`config.mk`:
```
export PLATFORM = sky130hd
export DESIGN_NAME = packed_sat_alu
export DESIGN_NICKNAME = d
export VERILOG_FILES = /design/src/rtl/psalu_pkg.sv /design/src/rtl/lane_addsub.sv /design/src/rtl/lane_shift.sv /design/src/rtl/packed_sat_alu.sv
export SDC_FILE = /design/constraint.sdc
export NUM_CORES = 1
export LEC_CHECK = 0
export ABC_CLOCK_PERIOD_IN_PS = 900
export BUFFER_PORTS_ARGS = -buffer_cell sky130_fd_sc_hd__buf_2
export CELL_PAD_IN_SITES_DETAIL_PLACEMENT = 1
export CELL_PAD_IN_SITES_GLOBAL_PLACEMENT = 1
export CORE_ASPECT_RATIO = 0.75
export CORE_MARGIN = 10
export CORE_UTILIZATION = 41
export DETAILED_ROUTE_END_ITERATION = 6
export PLACE_DENSITY_LB_ADDON = 0.1
export SYNTH_ARGS = -nofsm -noshare
export SYNTH_HDL_FRONTEND = slang
export SYNTH_HIERARCHICAL = 1
export SYNTH_SLANG_ARGS = --single-unit
```
`constraint.sdc`:
```
create_clock -name clk_i -period 0.9 [get_ports clk_i]
set_input_delay 0.045 -clock clk_i [delete_from_list [all_inputs] [get_ports clk_i]]
set_output_delay 0.045 -clock clk_i [all_outputs]
set_load 0.05 [all_outputs]
```
`src/rtl/psalu_pkg.sv`:
```
package psalu_pkg;
  typedef enum logic [2:0] {
    OP_ADD = 3'd0,
    OP_SUB = 3'd1,
    OP_SHL = 3'd2,
    OP_SHR = 3'd3,
    OP_SRA = 3'd4
  } alu_op_e;

  typedef enum logic [1:0] {
    SAT_WRAP     = 2'd0,
    SAT_SIGNED   = 2'd1,
    SAT_UNSIGNED = 2'd2
  } sat_mode_e;

  typedef enum logic [1:0] {
    SH_LEFT  = 2'd0,
    SH_RLOG  = 2'd1,
    SH_RARI  = 2'd2
  } shift_kind_e;
endpackage

```
`src/rtl/lane_addsub.sv`:
```
module lane_addsub
  import psalu_pkg::*;
#(
  parameter int unsigned W = 16
) (
  input  logic [W-1:0] a_i,
  input  logic [W-1:0] b_i,
  input  logic         sub_i,
  input  logic [1:0]   mode_i,
  output logic [W-1:0] y_o
);
  localparam logic [W-1:0] SMAX = {1'b0, {(W-1){1'b1}}};
  localparam logic [W-1:0] SMIN = {1'b1, {(W-1){1'b0}}};
  localparam logic [W-1:0] UMAX = {W{1'b1}};

  logic [W-1:0] b_eff, raw;
  logic [W:0]   sum;
  logic         s_ovf, u_ovf;

  always_comb begin
    b_eff = sub_i ? ~b_i : b_i;
    sum   = {1'b0, a_i} + {1'b0, b_eff} + {{W{1'b0}}, sub_i};
    raw   = sum[W-1:0];
    s_ovf = (a_i[W-1] == b_eff[W-1]) && (raw[W-1] != a_i[W-1]);
    // carry out is set when no borrow occurs in subtraction
    u_ovf = sub_i ? ~sum[W] : sum[W];
    unique case (mode_i)
      SAT_SIGNED:   y_o = s_ovf ? (a_i[W-1] ? SMIN : SMAX) : raw;
      SAT_UNSIGNED: y_o = u_ovf ? (sub_i ? '0 : UMAX) : raw;
      default:      y_o = raw;
    endcase
  end

  always_comb begin
    if (mode_i == SAT_SIGNED && a_i[W-1] == b_eff[W-1])
      assert_signed_sign_R3: assert (y_o[W-1] == a_i[W-1]);
    if (mode_i == SAT_UNSIGNED && !sub_i)
      assert_uadd_floor_R4: assert (y_o >= a_i && y_o >= b_i);
    if (mode_i == SAT_UNSIGNED && sub_i)
      assert_usub_ceiling_R5: assert (y_o <= a_i);
  end
endmodule

```
`src/rtl/lane_shift.sv`:
```
module lane_shift
  import psalu_pkg::*;
#(
  parameter int unsigned W   = 16,
  parameter int unsigned SHW = $clog2(W)
) (
  input  logic [W-1:0]   a_i,
  input  logic [SHW-1:0] sh_i,
  input  logic [1:0]     kind_i,
  output logic [W-1:0]   y_o
);
  always_comb begin
    unique case (kind_i)
      SH_LEFT: y_o = a_i << sh_i;
      SH_RLOG: y_o = a_i >> sh_i;
      default: y_o = W'($signed(a_i) >>> sh_i);
    endcase
  end

  always_comb begin
    if (kind_i == SH_RARI)
      assert_sra_sign_R8: assert (y_o[W-1] == a_i[W-1]);
    if (kind_i == SH_RLOG && sh_i != '0)
      assert_shr_zero_fill_R7: assert (y_o[W-1] == 1'b0);
    if (kind_i == SH_LEFT && sh_i != '0)
      assert_shl_zero_fill_R6: assert (y_o[0] == 1'b0);
  end
endmodule

```
`src/rtl/packed_sat_alu.sv`:
```
module packed_sat_alu
  import psalu_pkg::*;
#(
  parameter  int unsigned LANE_W = 16,
  parameter  int unsigned LANES  = 4,
  localparam int unsigned DATA_W = LANE_W * LANES,
  localparam int unsigned SHW    = $clog2(LANE_W)
) (
  input  logic              clk_i,
  input  logic              rst_ni,
  input  logic              req_valid_i,
  input  logic [2:0]        op_i,
  input  logic [1:0]        sat_mode_i,
  input  logic [SHW-1:0]    shamt_i,
  input  logic [DATA_W-1:0] opa_i,
  input  logic [DATA_W-1:0] opb_i,
  output logic [DATA_W-1:0] res_o,
  output logic              res_valid_o
);
  logic [DATA_W-1:0] arith_y, shift_y, next_y;
  logic              is_sub;
  logic [1:0]        sh_kind;

  always_comb begin
    is_sub = (op_i == OP_SUB);
    unique case (op_i)
      OP_SHR:  sh_kind = SH_RLOG;
      OP_SRA:  sh_kind = SH_RARI;
      default: sh_kind = SH_LEFT;
    endcase
  end

  for (genvar g = 0; g < LANES; g++) begin : g_lane
    lane_addsub #(.W(LANE_W)) u_as (
      .a_i   (opa_i[g*LANE_W +: LANE_W]),
      .b_i   (opb_i[g*LANE_W +: LANE_W]),
      .sub_i (is_sub),
      .mode_i(sat_mode_i),
      .y_o   (arith_y[g*LANE_W +: LANE_W])
    );
    lane_shift #(.W(LANE_W), .SHW(SHW)) u_sh (
      .a_i   (opa_i[g*LANE_W +: LANE_W]),
      .sh_i  (shamt_i),
      .kind_i(sh_kind),
      .y_o   (shift_y[g*LANE_W +: LANE_W])
    );
  end

  always_comb begin
    unique case (op_i)
      OP_ADD, OP_SUB:         next_y = arith_y;
      OP_SHL, OP_SHR, OP_SRA: next_y = shift_y;
      default:                next_y = '0;
    endcase
  end

  always_ff @(posedge clk_i or negedge rst_ni) begin
    if (!rst_ni) begin
      res_o       <= '0;
      res_valid_o <= 1'b0;
    end else begin
      res_valid_o <= req_valid_i;
      if (req_valid_i) res_o <= next_y;
    end
  end

  assert_valid_follows_R10: assert property (@(posedge clk_i) disable iff (!rst_ni)
    req_valid_i |=> res_valid_o);
  assert_idle_no_valid_R10: assert property (@(posedge clk_i) disable iff (!rst_ni)
    !req_valid_i |=> !res_valid_o);
  assert_idle_hold_R10: assert property (@(posedge clk_i) disable iff (!rst_ni)
    !req_valid_i |=> $stable(res_o));
  assert_reserved_zero_R12: assert property (@(posedge clk_i) disable iff (!rst_ni)
    (req_valid_i && op_i > 3'd4) |=> (res_o == '0));

  always_comb begin
    if (!rst_ni) assert_reset_clear_R11: assert (res_o == '0 && !res_valid_o);
  end
endmodule

```
==> run_results.csv <==
group,metric,value,unit
clock_tree,cts-root-buf,"clkbuf_16",
clock_tree,cts_buffer_depth,2,
setup_path,critPathMaxStageDelay,0.48,ns
setup_path,cp.arrival,3.59,ns
place,place.gp.congestion,0.9618,
clock_tree,clk-insertion-delay-late,0.36,ns
clock_tree,clock_sinks,65,
yosys,ys.warnings.count,6,
detailed_routing,remaining_drc_errors,0,
setup_path,crit_type,"input pin to flip-flop",
sta,whs,0.2257,ns
setup_path,r2r-start,"res_o[37]",
floorplan,initial_core_util,41.66,%
power,p_per_area,1218,mW/mm^2
yosys,async_flop_share,100.0,%
detailed_routing,drt_iter0_drc,2493,
setup_path,path_buf_inv,7,
global_route,grt_max_degree,66,
hold_path,min_path_type,"input pin to flip-flop",
setup_path,critPathTopFamily,"compound AO/OA/AOI/OAI gates",
layout,fin_nets,2677,
setup_path,regToRegSetupSlack,-0.24,ns
outcome,status,"complete, but fails checks",
sta,tightestPinTransition,0.6096,ns
clock_tree,cts-htree-levels,3,
global_route,track_usage,35.25,%
sta,finalMaxSlewViolations,0,
floorplan,io-pin-count,205,
global_route,grt_pass1_wl,121800,um
sta,rsz0062_at_grt,"true",
setup_path,worstPathMaxFanout,8,
floorplan,coreArea,0.03477,sq mm
sta,layout_min_cycle_time,3.339,ns
detailed_routing,wirelength,86090,um
yosys,seq_area_frac_synth,11.23,%
sta,slew_headroom,58.93,%
yosys,synth_seq_cells,65,
floorplan,dieArea,0.04333,sq mm
detailed_routing,viasPerCell,6.674,
sta,final_hold_viol_count,0,
layout,drive_gt1_share,48.70,%
sta,worst_slack,-2.439,ns
clock_tree,cts_tree,"done",
setup_path,end_kind,"flip-flop",
yosys,ys_types,81,
yosys,ys.flop_type,"dfrtp_1",
setup_path,crit_chain,"buf_8, nor3b_4, buf_6, buf_12, buf_6, xor2_1, ha_1, a21oi_2, o22ai_2, a311o_1, a2111o_1, a311oi_4, buf_4, buf_12, buf_4, o21ai_2, a221o_1",
power,cellLeakagePower,10.50,nW
detailed_routing,ant_nets,0,
detailed_routing,drt_pass1_iterations,6,
detailed_routing,wl_per_cell,29.43,um
place,place_ws,-2.620,ns
setup_path,crit_path_start_kind,"input pin",
global_route,overflow,0,
yosys,synthCells,1678,
layout,area_growth,59.19,%
setup_path,cpMaxStageDelayCell,"a2111o_1",
sta,max_freq,0.2995,GHz
floorplan,die_w,237.0,um
place,dp.final_hpwl,58120,um
yosys,synth_edf_count,0,
setup_path,worst_ep_required_time,1.15,ns
power,power.total,28.09,mW
sta,setup_violations,129,
sta,clock-skew-final,0,ns
yosys,syn_nets,1894,
hold_path,min_from,"req_valid_i",
floorplan,rows,59,
place,numPortBuffers,204,
power,ir_drop,0.9733,mV
setup_path,critPathLaunch,"op_i[1]",
detailed_routing,dr_total_vias,19520,
sta,fin_crit_sh,371.0,%
floorplan,die_h,182.8,um
outcome,violations,"negative setup slack",
yosys,syn_area,0.01449,sq mm
clock_tree,clkTransAtPathRegs,0.07,ns
clock_tree,cts_buffers,9,
yosys,syn_area_per_cell,8.632,sq um
global_route,antenna_found_initial,2,
global_route,first_global_vias,19770,
run,max_cap_viol_count,0,
[layer usage]
metal | global-route usage (%) | share of wire (%) | wire length, um | up-vias
li1 | - | - | - | 8151
met1 | 44.85 | 39 | 33420 | 9697
met2 | 58.36 | 47 | 40460 | 1331
met3 | 7.228 | 9.0 | 7781 | 341
met4 | 12.31 | 5.2 | 4437 | 0
met5 | 0 | 0 | 0 | -
[state kept, by name, summed over array words and instances (netlist names)]
register	cells
res_o	64
res_valid_o	1
[worst paths after layout]
| path | to | cells past startpoint |
|---|---|---|
| worst max-delay path | res_o[2] | 17 |
| worst min-delay path | res_valid_o | 3 |
| worst max register to register | res_o[37] | 2 |
| worst min register to register | res_o[60] | 2 |
| max in group asynchronous | res_o[49] | 3 |
| min in group asynchronous | res_o[42] | 3 |
[logic make-up after synthesis]
family	after synthesis	synth area share, %
mux	197	20.44
fa+ha+maj	76	6.772
compound gates	611	32.42
flops	65	11.23
xor+xnor	100	6.046
simple gates	441	15.97
buf+inv	188	7.126
[power by group]
part | leakage, nW | switching [mW] | total, mW | internal, mW
combinational | 9.50 | 10.8 | 20.5 | 9.61
clock | 0.144 | 1.64 | 3.86 | 2.22
sequential | 0.856 | 0.429 | 3.78 | 3.35
[metrics by stage]
step                TNS [ns]  instances  instance area [sq um]  utilization [%]
global route         -162.88       2925                  23060            66.32
finish               -157.02       2925                  23060            66.32
CTS                  -144.65       2906                  22450            64.58
global placement     -151.45       2847                  20590            59.22
detailed placement   -160.80       2847                  20590            59.22
floorplan            -139.36       1678                  14650                -
[layout make-up]
class	count	area (sq um)
Antenna cell	2	5.005
Clock inverter	3	40.04
Sequential cell	65	1627
Tap cell	457	571.8
Fill cell	3917	11710
Inverter	55	206.4
Timing Repair Buffer	904	7761
Multi-Input combinational cell	1426	12600
Clock buffer	13	250.2
[cell usage in the layout (no fill, tap or decap), types with 43 or more instances in the layout]
cell / n
nor2_1: 107
buf_8: 48
buf_6: 80
o21ai_0: 69
mux2i_1: 73
xor2_1: 52
dfrtp_1: 65
a221o_1: 68
nand2_1: 73
nor2b_1: 86
a21oi_1: 57
mux2_2: 44
buf_12: 46
ha_1: 65
buf_4: 594
buf_2: 131
inv_1: 43
[what timing repair did]
action / 4_1_cts / 5_1_grt
pin swaps: 23 / 59
hold buffers: 1 / 0
buffers inserted: 39 / 16
hold endpoints to repair: 65 / 0
endpoints found under the setup margin: 129 / 129
cloned: 3 / 1
gates resized for setup: 320 / 84
[worst min-delay path: cells and delay by family]
family                 cells  cell delay, ns
buffers and inverters      3            0.49
[cells in the mapped netlist (all sizes together) (26+ instances only)]
library cell	n	area share (%)
dfrtp	65	11
nor2	108	2.8
ha	72	6.2
xor2	72	4.4
nand2	78	2.0
nor3	39	1.3
a211oi	29	1.5
inv	47	1.2
o22ai	27	1.3
clkbuf	52	1.4
a221o	68	4.7
o21a	32	1.7
o21ai	123	5.2
a21oi	81	2.8
mux2i	76	5.5
buf	81	4.3
mux4	60	9.8
xnor2	28	1.7
o221ai	26	1.6
nor2b	86	3.7
nand2b	35	1.5
mux2	61	5.1
Power figures use the tool's default switching activity.
